### src/rtl/dcs_pkg.sv
package dcs_pkg;
    localparam int DW          = 32;
    localparam int CHAIN_BIT   = 2;
    localparam int PIO_LSB     = 4;
    localparam int BYTES_LSB   = 16;
    localparam int PIO_OFFSET  = 3;

    typedef enum logic [1:0] {
        CMD_NONE  = 2'b00,
        CMD_WR    = 2'b01,
        CMD_RD    = 2'b10,
        CMD_SENSE = 2'b11
    } dcs_cmd_e;

    typedef enum logic [3:0] {
        S_IDLE,
        S_GET_NEXT,
        S_GET_CTRL,
        S_GET_BUF,
        S_PIO_FETCH,
        S_PIO_ISSUE,
        S_XFER_GO,
        S_XFER_WAIT,
        S_ROUTE
    } dcs_state_e;
endpackage

### src/rtl/dcs_pio_count.sv
module dcs_pio_count #(
    parameter int PCW = 4
) (
    input  logic           clk,
    input  logic           rst_n,
    input  logic           load,
    input  logic [PCW-1:0] load_val,
    input  logic           step,
    output logic [PCW-1:0] idx,
    output logic           last
);
    logic [PCW-1:0] remain_q;
    logic [PCW-1:0] idx_q;

    always_ff @(posedge clk or negedge rst_n) begin
        if (!rst_n) begin
            remain_q <= '0;
            idx_q    <= '0;
        end else if (load) begin
            remain_q <= load_val;
            idx_q    <= '0;
        end else if (step) begin
            remain_q <= remain_q - 1'b1;
            idx_q    <= idx_q + 1'b1;
        end
    end

    assign idx  = idx_q;
    assign last = (remain_q == PCW'(1));
endmodule

### src/rtl/dcs_next_sel.sv
module dcs_next_sel
    import dcs_pkg::*;
#(
    parameter int AW = 16
) (
    input  dcs_cmd_e        cmd,
    input  logic            chain,
    input  logic            sense_capable,
    input  logic            sense_in,
    input  logic [AW-1:0]   next_ptr,
    input  logic [AW-1:0]   buf_ptr,
    output logic            proceed,
    output logic [AW-1:0]   target
);
    always_comb begin
        if (cmd == CMD_SENSE && sense_capable) begin
            proceed = 1'b1;
            target  = sense_in ? buf_ptr : next_ptr;
        end else begin
            proceed = chain;
            target  = next_ptr;
        end
    end
endmodule

### src/rtl/dma_chain_seq.sv
module dma_chain_seq
    import dcs_pkg::*;
#(
    parameter int AW  = 16,
    parameter int PCW = 4,
    parameter int BCW = 16
) (
    input  logic            clk,
    input  logic            rst_n,
    input  logic            start,
    input  logic [AW-1:0]   start_addr,
    input  logic            sense_capable,
    input  logic            sense_in,
    output logic            mem_req,
    output logic [AW-1:0]   mem_addr,
    input  logic            mem_rvalid,
    input  logic [DW-1:0]   mem_rdata,
    output logic            pio_valid,
    output logic [PCW-1:0]  pio_idx,
    output logic [DW-1:0]   pio_data,
    input  logic            periph_ready,
    output logic            xfer_start,
    output logic            xfer_to_mem,
    output logic [AW-1:0]   xfer_addr,
    output logic [BCW-1:0]  xfer_bytes,
    input  logic            xfer_done,
    output logic            chain_done,
    output logic            busy
);
    localparam logic [AW-1:0] OFS_CTRL = AW'(1);
    localparam logic [AW-1:0] OFS_BUF  = AW'(2);
    localparam logic [AW-1:0] OFS_PIO  = AW'(PIO_OFFSET);

    dcs_state_e state_q, state_d;

    logic [AW-1:0]  cur_q, next_q, buf_q;
    dcs_cmd_e       cmd_q;
    logic           chain_q;
    logic [PCW-1:0] pcnt_q;
    logic [BCW-1:0] bytes_q;
    logic [DW-1:0]  pio_q;

    logic           pc_load, pc_step, pc_last;
    logic [PCW-1:0] pc_idx;
    logic           proceed;
    logic [AW-1:0]  target;
    logic           has_xfer;
    logic [PCW-1:0] pio_eff;

    assign has_xfer = (cmd_q == CMD_WR) || (cmd_q == CMD_RD);
    assign pio_eff  = (cmd_q == CMD_SENSE && !sense_capable) ? '0 : pcnt_q;
    assign pc_load  = (state_q == S_GET_BUF) && mem_rvalid;
    assign pc_step  = (state_q == S_PIO_ISSUE) && periph_ready;

    dcs_pio_count #(.PCW(PCW)) u_pcount (
        .clk      (clk),
        .rst_n    (rst_n),
        .load     (pc_load),
        .load_val (pio_eff),
        .step     (pc_step),
        .idx      (pc_idx),
        .last     (pc_last)
    );

    dcs_next_sel #(.AW(AW)) u_nsel (
        .cmd           (cmd_q),
        .chain         (chain_q),
        .sense_capable (sense_capable),
        .sense_in      (sense_in),
        .next_ptr      (next_q),
        .buf_ptr       (buf_q),
        .proceed       (proceed),
        .target        (target)
    );

    // state register
    always_ff @(posedge clk or negedge rst_n) begin
        if (!rst_n) state_q <= S_IDLE;
        else        state_q <= state_d;
    end

    // next-state logic
    always_comb begin
        state_d = state_q;
        unique case (state_q)
            S_IDLE:      if (start) state_d = S_GET_NEXT;
            S_GET_NEXT:  if (mem_rvalid) state_d = S_GET_CTRL;
            S_GET_CTRL:  if (mem_rvalid) state_d = S_GET_BUF;
            S_GET_BUF:
                if (mem_rvalid) begin
                    if (pio_eff != '0) state_d = S_PIO_FETCH;
                    else if (has_xfer) state_d = S_XFER_GO;
                    else               state_d = S_ROUTE;
                end
            S_PIO_FETCH: if (mem_rvalid) state_d = S_PIO_ISSUE;
            S_PIO_ISSUE:
                if (periph_ready) begin
                    if (!pc_last)      state_d = S_PIO_FETCH;
                    else if (has_xfer) state_d = S_XFER_GO;
                    else               state_d = S_ROUTE;
                end
            S_XFER_GO:   state_d = S_XFER_WAIT;
            S_XFER_WAIT: if (xfer_done) state_d = S_ROUTE;
            S_ROUTE:     state_d = proceed ? S_GET_NEXT : S_IDLE;
            default:     state_d = S_IDLE;
        endcase
    end

    // descriptor capture
    always_ff @(posedge clk or negedge rst_n) begin
        if (!rst_n) begin
            cur_q   <= '0;
            next_q  <= '0;
            buf_q   <= '0;
            cmd_q   <= CMD_NONE;
            chain_q <= 1'b0;
            pcnt_q  <= '0;
            bytes_q <= '0;
            pio_q   <= '0;
        end else begin
            if (state_q == S_IDLE && start)
                cur_q <= start_addr;
            if (state_q == S_ROUTE && proceed)
                cur_q <= target;
            if (state_q == S_GET_NEXT && mem_rvalid)
                next_q <= mem_rdata[AW-1:0];
            if (state_q == S_GET_CTRL && mem_rvalid) begin
                cmd_q   <= dcs_cmd_e'(mem_rdata[1:0]);
                chain_q <= mem_rdata[CHAIN_BIT];
                pcnt_q  <= mem_rdata[PIO_LSB +: PCW];
                bytes_q <= mem_rdata[BYTES_LSB +: BCW];
            end
            if (state_q == S_GET_BUF && mem_rvalid)
                buf_q <= mem_rdata[AW-1:0];
            if (state_q == S_PIO_FETCH && mem_rvalid)
                pio_q <= mem_rdata;
        end
    end

    // outputs
    always_comb begin
        mem_req    = 1'b0;
        mem_addr   = cur_q;
        pio_valid  = 1'b0;
        xfer_start = 1'b0;
        chain_done = 1'b0;
        unique case (state_q)
            S_GET_NEXT:  mem_req = 1'b1;
            S_GET_CTRL:  begin mem_req = 1'b1; mem_addr = cur_q + OFS_CTRL; end
            S_GET_BUF:   begin mem_req = 1'b1; mem_addr = cur_q + OFS_BUF; end
            S_PIO_FETCH: begin
                mem_req  = 1'b1;
                mem_addr = cur_q + OFS_PIO + {{(AW-PCW){1'b0}}, pc_idx};
            end
            S_PIO_ISSUE: pio_valid = 1'b1;
            S_XFER_GO:   xfer_start = 1'b1;
            S_ROUTE:     chain_done = !proceed;
            default:     ;
        endcase
    end

    assign busy        = (state_q != S_IDLE);
    assign pio_data    = pio_q;
    assign pio_idx     = pc_idx;
    assign xfer_to_mem = (cmd_q == CMD_WR);
    assign xfer_addr   = buf_q;
    assign xfer_bytes  = bytes_q;

    // checks next to the logic
    a_r11_one_phase: assert property (@(posedge clk) disable iff (!rst_n)
        $onehot0({mem_req, pio_valid, xfer_start}));
    a_r1_req_hold: assert property (@(posedge clk) disable iff (!rst_n)
        mem_req && !mem_rvalid |=> mem_req && $stable(mem_addr));
    a_r3_pio_hold: assert property (@(posedge clk) disable iff (!rst_n)
        pio_valid && !periph_ready |=> pio_valid && $stable(pio_data) && $stable(pio_idx));
    a_r7_done_idle: assert property (@(posedge clk) disable iff (!rst_n)
        chain_done |=> !busy);
    a_r10_stay_busy: assert property (@(posedge clk) disable iff (!rst_n)
        busy && !chain_done |=> busy);
    a_r6_xfer_cmd: assert property (@(posedge clk) disable iff (!rst_n)
        xfer_start |-> (cmd_q == CMD_WR || cmd_q == CMD_RD));
endmodule

### config.mk
export PLATFORM = sky130hd
export DESIGN_NAME = dma_chain_seq
export DESIGN_NICKNAME = d
export VERILOG_FILES = /design/src/rtl/dcs_pkg.sv /design/src/rtl/dcs_pio_count.sv /design/src/rtl/dcs_next_sel.sv /design/src/rtl/dma_chain_seq.sv
export SDC_FILE = /design/constraint.sdc
export NUM_CORES = 1
export LEC_CHECK = 0
export BUFFER_PORTS_ARGS = -buffer_cell sky130_fd_sc_hd__buf_4
export CAP_MARGIN = 25
export CORE_ASPECT_RATIO = 1.75
export CORE_MARGIN = 2
export CORE_UTILIZATION = 58
export DETAILED_ROUTE_END_ITERATION = 16
export GPL_TIMING_DRIVEN = 0
export MAX_ROUTING_LAYER = met4
export PLACE_DENSITY = 0.86
export SLEW_MARGIN = 10
export SYNTH_ARGS = -nofsm -noshare
export SYNTH_HDL_FRONTEND = slang
export SYNTH_SLANG_ARGS = --single-unit
### constraint.sdc
create_clock -name clk -period 6.6 [get_ports clk]
set_clock_uncertainty 0.2 [all_clocks]
set_input_delay 1.32 -clock clk [delete_from_list [all_inputs] [get_ports clk]]
set_output_delay 1.32 -clock clk [all_outputs]
set_load 0.005 [all_outputs]
; ---- After elaboration in Yosys (flattened, before gate mapping)
; Cells that the tools add are included.
[totals]
in_bits = 56
out_inout_bits = 90
wordCells = 82
reg_bits = 115
[op_classes]
eq_ne = 19
mux = 27
n_reduce_logical = 19
add_sub_neg = 6
[ops]
columns = operator, n
row1 = two-way mux 16 bit, 4
row2 = two-way mux 4 bit, 15
row3 = one-hot mux 16 bit (3 select lines), 1
row4 = one-hot mux 4 bit (9 select lines), 1
row5 = adder 16 x 2 -> 16 bit (second input constant), 2
row6 = adder 16 x 1 -> 16 bit (second input constant), 1
row7 = adder 16 x 4 -> 16 bit, 1
row8 = equality test 4 x 3 -> 1 bit (second input constant), 4
row9 = != test 2 bit (second input constant), 7
row10 = logical AND 1 bit, 9
row11 = equality test 4 x 1 -> 1 bit (second input constant), 2
row12 = equality test 4 x 2 -> 1 bit (second input constant), 2
row13 = nonzero test 4 bit, 2
row14 = AND reduction 7 bit, 1
row15 = two-way mux 1 bit, 6
row16 = adder 4 x 1 -> 4 bit (second input constant), 1
row17 = equality test 2 bit (second input constant), 2
row18 = equality test 4 bit (second input constant), 1
row19 = zero test 4 bit, 1
row20 = nonzero test 2 bit, 2
row21 = OR reduction 4 bit, 1
row22 = subtractor 4 x 1 -> 4 bit (second input constant), 1
row23 = equality test 2 x 1 -> 1 bit (second input constant), 1
row24 = zero test 1 bit, 2
row25 = logical OR 1 bit, 1

; ---- Logic depth before layout (Yosys ltp)
; Gate-level depths: netlist of the first run.
[depth]
word_depth = 7
depth_mapped = 11
mapped_depth_nobuf = 11

; ---- Hierarchy
; From an unflattened synthesis of the first run, not the netlist that was laid out.
[unflattened]
hier_cells = 476
area_unflattened_um2 = 5965.7
[modules_own_cells]
columns = module, area_each_um2, cells_per_inst, n_inst
row1 = dma_chain_seq, 5277.6, 417, 1
row2 = dcs_pio_count, 429.2, 40, 1
row3 = dcs_next_sel, 259.0, 19, 1

; ---- Worst setup path before layout of the first run
; OpenSTA, ideal clock, no wires.
[synth_path]
path_type = register to output
start = register cur_q[1]
end = output port mem_addr[15]
arrival_time_ns = 2.168
stages_incl_launch_ff = 12
slack_ns = 2.912
cell_sequence = dfrtp_1 > inv_1 > ha_1 > inv_1 > ha_1 > inv_1 > fa_1 > nor2b_1 > o21a_1 > o21a_1 > o21bai_2 > o31ai_1
[synth_via]
elab_chain_len = 3
elab_cells_between_ends = 5
[synth_lines]
columns = item, line_no
row1 = "start, declared", dma_chain_seq.sv:36  ; logic [AW-1:0] cur_q, next_q, buf_q;
row2 = "start signal, assigned", dma_chain_seq.sv:122  ; cur_q <= start_addr;
row3 = "start signal, assigned", dma_chain_seq.sv:124  ; cur_q <= target;
row4 = adder 16 x 2 -> 16 bit, dma_chain_seq.sv:153  ; mem_addr = cur_q + OFS_PIO + {{(AW-PCW){1'b0}}, pc_idx};
row5 = adder 16 x 4 -> 16 bit, dma_chain_seq.sv:153
row6 = one-hot mux 16 bit (3 select lines) *, dma_chain_seq.sv:147  ; unique case (state_q)
row7 = "end, declared", dma_chain_seq.sv:15  ; output logic [AW-1:0] mem_addr,
; Every way passes the cells marked *; elsewhere a longest branch is shown, timed or not.

; ---- Worst setup path in the final report of the first run
; Ends and elaborated chain as after synthesis.

==> results by group, run 1 <==
Pwr
  • P_leak: about 3.7 nW
  • Max VDD drop: approximately 0.34 mV
  • Power Density: ~520 nW/um2

Critical path
  • CP max stage delay: between 0.5 and 0.6 ns
  • Most frequent CP cell: inv_1
  • Reg2Reg Launch Point: state_q[1]
  • Req. time, crit path: slightly above 5 ns
  • Worst reg2reg setup slack: between 4 and 5 ns
  • CP max FO: 7
  • Crit path cell chain: inv_1 > ha_1 > inv_1 > ha_1 > inv_1 > fa_1 > nor2b_1 > o21a_1 > o21a_1 > o21bai_2 > o31ai_1 > buf_4
  • Critical Path Source: cur_q[1]
  • Worst path slowest cell: dfrtp_1
  • Setup Crit Path Kind: flop to primary output
  • Worst path arrival time: ~3.3 ns
  • Worst setup endpoint: mem_addr[15]
  • Crit end category: primary output
  • Crit start category: flop
  • Worst reg-to-reg path cell count: 6
  • FF-to-FF End: next_q[7]

Timing
  • Setup TNS: 0 ns
  • Rel. slew slack: 0.610
  • Tmin final: approximately 4.8 ns
  • Fin. Hold Viols: 0
  • Unrepaired setup endpoints after global routing: false
  • Pins Over Slew Limit: 0
  • Worst slew pin tran: 0.585 ns
  • Final period util: 0.730
  • Final setup viols: 0
  • Fmax: just over 200 MHz

Logic synthesis
  • Synth top area cells: dfrtp_1, mux2_2, nand2_1, ha_1, mux2_1
  • Number of synthesized register bits: 115
  • Post-synth ARST share: 1.00
  • Mapped Cells: 574
  • Cell Area, Synth: a little under 6000 um2
  • Largest area contributor in the netlist: dfrtp_1
  • Mapped Nets: 646
  • Average size of a mapped cell: approximately 10 um2
  • Ys Warns: 0
  • Most used DFF post-synth: dfrtp_1
  • Unique cell type count in the Yosys netlist: 65
  • Most common cell in the synthesized netlist: nand2_1
  • Seq/Total Area, Yosys: 0.483
  • Post-synth top cells: nand2_1, dfrtp_1, mux2_2, o21ai_0, nor2_1
  • Post-synth top area share: 0.483
  • Post-synth EDFFs: 0

Outcome
  • Status: finished clean

Global routing
  • Largest net degree at the start of global routing: around 120
  • First-pass GRT wire length: between 20000 and 30000 um
  • Global route total overflow: 0
  • Initial antenna violation count: 0
  • Vias in the first global route: 5679
  • All-Layer GR Usage: 0.345

CTS
  • Register clock-pin slew on the reported worst setup and hold paths: about 0.05 ns
  • CTS Root Buffer Type: clkbuf_16
  • Total setup buffers inserted after CTS: 0
  • Clock Path Buffers: 2
  • H-Tree Depth: 4
  • Hold_buf cts: 0
  • Sink Count: 115
  • Clk Latency, worst-skew pair: around 0.41 ns
  • Post-CTS sizing: 0
  • CTS Buf Count: 17
  • CTS tree: built

Placement
  • Placer Congestion: between 0.9 and 1
  • Placed Cells: roughly 850
  • Post-DP HPWL: 13100 um
  • IO buf count: 145

Die
  • Die Footprint: 11100 um2
  • Initial Util: 0.588
  • Ports: 146
  • Core box area: 10100 um2
  • Die Span Y: between 100 and 150 um
  • Std cell rows: 49
  • Die width: slightly above 80 um

Detailed routing
  • Vias/cell: 6.16
  • WL met3: between 1000 and 1500 um
  • Top sig layer: met4
  • Final ANT Viol Nets: 0
  • 1st-iter DRT viols: between 400 and 500
  • DRT met1 WL: just under 6000 um
  • DR pass1 iterations: 7
  • Post-Route WL: 18200 um
  • DRC errors left: 0
  • Met2 Wirelength: a little under 10000 um
  • Via count: between 5k and 6k
  • WL per Instance: slightly above 20 um

Layout
  • N_diodes: 0
  • Final Non-Filler Cells: about 900
  • Final nets: slightly above 800
  • Layout cell share with drive strength beyond 1: 0.355
  • Filler instances: between 600 and 700
  • P&R area growth vs syn: 31.1%

Worst hold path
  • Tightest Hold Check Type: flop to flop
  • Hold depth: 1

Flow run
  • Max Cap Viol: 0
metal layers:
layer / vias to the layer above / global-route usage
li1: 2361 / -
met1: 2594 / 0.339
met2: 329 / 0.584
met3: 114 / 0.0744
met4: 0 / 0.238
met5: - / -
critical path, delay by kind of cell, from the launching register on:
family / cells / cell delay (ns)
adder cells (fa/ha/maj): 3 / 0.95
AND/OR/NAND/NOR: 1 / 0.14
flip-flops: 1 / 0.53
AO/OA/AOI/OAI: 4 / 0.74
buffers and inverters: 4 / 0.53
metrics by stage:
| step | instance area, um2 | power [mW] | setup slack, ns | hold WS (ns) | util |
|---|---|---|---|---|---|
| 2_1_floorplan | 5950 | 2.28 | 2.91 | 0.258 | - |
| 3_3_place_gp | 7200 | 3.04 | 2.38 | 0.268 | 0.712 |
| 3_5_place_dp | 7200 | 3.15 | 2.29 | 0.283 | 0.712 |
| 4_1_cts | 7770 | 4.06 | 1.87 | 0.303 | 0.768 |
| 5_1_grt | 7800 | 4.30 | 1.67 | 0.314 | 0.771 |
| 6_report | 7800 | 4.09 | 1.79 | 0.301 | 0.771 |
layout make-up:
cell class	count	area (um2)	area share
multi-input cells	412	2860	0.367
well taps	127	159	0.0204
clock buffers	25	495	0.0635
flip-flops and latches	115	2880	0.369
repair buffers	146	1120	0.144
clock inverters	5	75.1	0.00962
inverters	15	56.3	0.00722
plain buffers	32	158	0.0202
registers in the layout (all words and copies together) (netlist names):
signal and flops:
pio_data 32, cur_q 16, next_q 16, xfer_addr 16, xfer_bytes 16, pcnt_q 4, state_q 4, u_pcount.idx 4
u_pcount.remain_q 4, cmd_q 2, chain_q 1
worst min path at each step:
stage          startpoint          to  slack, ns
2_1_floorplan  next_q[10]  next_q[10]       0.26
5_1_grt        next_q[13]  next_q[13]       0.31
3_5_place_dp   next_q[13]  next_q[13]       0.28
4_1_cts        next_q[13]  next_q[13]       0.30
3_3_place_gp    next_q[9]   next_q[9]       0.27
6_report       next_q[13]  next_q[13]       0.30
cell usage in the layout (no fill, tap or decap), drive strengths merged, types with 11 or more instances in the layout:
cell    Yosys  final
mux2       72     72
buf        17    163
dfrtp     115    115
inv        15     15
nand3      12     12
a21oi      18     18
and3       11     11
nand2     119    119
o21ai      22     22
nor2       22     22
a31oi      13     13
clkbuf     15     40
ha         15     15
kinds of logic (layout without fill, tap and decap cells):
family / count (synthesis) / after routing / synth area share
XOR/XNOR: 12 / 12 / 0.0177
buffers and inverters: 47 / 223 / 0.0359
flip-flops: 115 / 115 / 0.483
AO/OA/AOI/OAI: 96 / 96 / 0.112
adder cells (fa/ha/maj): 16 / 16 / 0.0349
AND/OR/NAND/NOR: 213 / 213 / 0.174
multiplexers: 75 / 75 / 0.141
power breakdown:
group / internal [mW] / switching, mW
logic: 0.946 / 0.917
clock network: 0.588 / 0.293
registers: 1.06 / 0.285
total: 2.59 / 1.49
No activity file was read; power rests on OpenSTA's default activity.
==> run 2: changes to the inputs <==
- CORE_UTILIZATION: 58 -> 49
- PLACE_DENSITY: 0.86 -> 0.77
- clock period: 6.6 -> 4.3 ns (I/O delays scaled with it)
==> results by group, run 2 (same netlist as run 1, synthesis figures left out) <==
Layout
  • Filler instances: 956
  • P&R area growth vs syn: 31.7%
  • Max reg flops: 32
  • Layout cell share with drive strength beyond 1: 0.360
  • N_diodes: 0
  • Final nets: slightly above 800
  • Most frequent cells in the layout: buf_4, nand2_1, dfrtp_1, mux2_2
  • Finished Core Util: 0.657
  • Most common cell after layout, fill and taps aside: buf_4

Detailed routing
  • DR pass1 iterations: 5
  • WL per Instance: ~19 um
  • Post-Route WL: roughly 17000 um
  • Final ANT Viol Nets: 0
  • 1st-iter DRT viols: 270
  • Via count: just over 5k
  • Top sig layer: met4
  • DRT met1 WL: around 6100 um
  • Vias/cell: between 5 and 6
  • Met2 Wirelength: 9500 um
  • WL met3: 821 um
  • DRC errors left: 0

CTS
  • Total setup buffers inserted after CTS: 0
  • CTS tree: built
  • Sink Count: 115
  • CTS Root Buffer Type: clkbuf_16
  • Hold_buf cts: 0
  • Clk Latency, worst-skew pair: approximately 0.41 ns
  • CTS Buf Count: 17
  • Post-CTS sizing: 0
  • H-Tree Depth: 4
  • Register clock-pin slew on the reported worst setup and hold paths: roughly 0.05 ns
  • Clock Path Buffers: 2

Critical path
  • Worst reg2reg setup slack: about 1.9 ns
  • Crit end category: primary output
  • CP max FO: 7
  • Worst reg-to-reg path cell count: 6
  • Crit start category: flop
  • Worst path arrival time: 3.11 ns
  • Reg2Reg Launch Point: state_q[1]
  • Req. time, crit path: around 3.2 ns
  • FF-to-FF End: next_q[9]
  • Setup Crit Path Kind: flop to primary output

Global routing
  • First-pass GRT wire length: around 27000 um
  • Vias in the first global route: roughly 5.5k
  • All-Layer GR Usage: 0.276
  • Initial antenna violation count: 0
  • Largest net degree at the start of global routing: between 100 and 150
  • Global route total overflow: 0

Timing
  • Final setup viols: 0
  • Setup TNS: 0 ns
  • Pins Over Slew Limit: 0
  • Fmax: ~240 MHz
  • Fin. Hold Viols: 0
  • Unrepaired setup endpoints after global routing: false
  • Rel. slew slack: 0.654
  • Worst slew pin tran: 0.513 ns
  • Final period util: 0.970
  • Tmin final: 4.17 ns

Worst hold path
  • Tightest Hold Check Type: input port to asynchronous set/reset pin

Die
  • Die Footprint: between 10000 and 15000 um2
  • Die Span Y: 150 um
  • Core box area: 11900 um2
  • Ports: around 150
  • Die width: about 87 um
  • Std cell rows: between 50 and 60
  • Initial Util: 0.499

Placement
  • IO buf count: around 150
  • Placer Congestion: between 0.9 and 1
  • Post-DP HPWL: ~13000 um

Outcome
  • Status: finished clean

Pwr
  • Power Density: 795 nW/um2
  • P_leak: 3.74 nW
  • Max VDD drop: 0.453 mV

Flow run
  • Max Cap Viol: 0
==> run 2: routing by layer <==
layer,track usage,vias to the layer above
met5,-,-
met4,0.140,0
met3,0.0414,53
met2,0.482,220
met1,0.296,2555
li1,-,2364
==> run 2: critical path: stages, from the launching register on <==
cell	delay, ns
dfrtp_2	0.46
inv_1	0.21
ha_1	0.28
inv_1	0.06
ha_1	0.16
inv_1	0.05
fa_1	0.43
nor2b_1	0.13
o21a_1	0.16
o21a_1	0.19
o21bai_2	0.11
o31ai_1	0.30
buf_4	0.17
==> run 2: worst max-delay path by stage <==
stage,from,to,cells past startpoint
3_3_place_gp,cur_q[1],mem_addr[15],12
4_1_cts,cur_q[1],mem_addr[7],12
2_1_floorplan,cur_q[1],mem_addr[15],11
3_5_place_dp,cur_q[1],mem_addr[7],12
6_report,cur_q[1],mem_addr[9],12
5_1_grt,cur_q[1],mem_addr[9],12
==> run 2: cell type report <==
type                    count  area, um2  area share
plain buffers              32        158      0.0201
clock buffers              21        460      0.0587
clock inverters            11        134      0.0171
inverters                  15       56.3     0.00718
multi-input cells         412       2860       0.365
flip-flops and latches    115       2880       0.367
well taps                 137        171      0.0219
repair buffers            146       1120       0.143
==> run 2: power breakdown <==
part / internal [mW] / switching [mW]
logic: 1.44 / 1.33
registers: 1.63 / 0.425
clock network: 0.934 / 0.474
==> run 2: per-stage QoR <==
stage          setup WS (ns)  std cells  hold slack, ns  total power, mW  cell area, um2
3_5_place_dp           0.533        856           0.277             4.79            7220
4_1_cts               0.0995        888           0.290             6.24            7810
5_1_grt               0.0279        889           0.101             6.61            7840
3_3_place_gp           0.567        856           0.269             4.67            7210
2_1_floorplan           1.07        574           0.258             3.51            5950
6_report               0.130        889          0.0962             6.23            7840
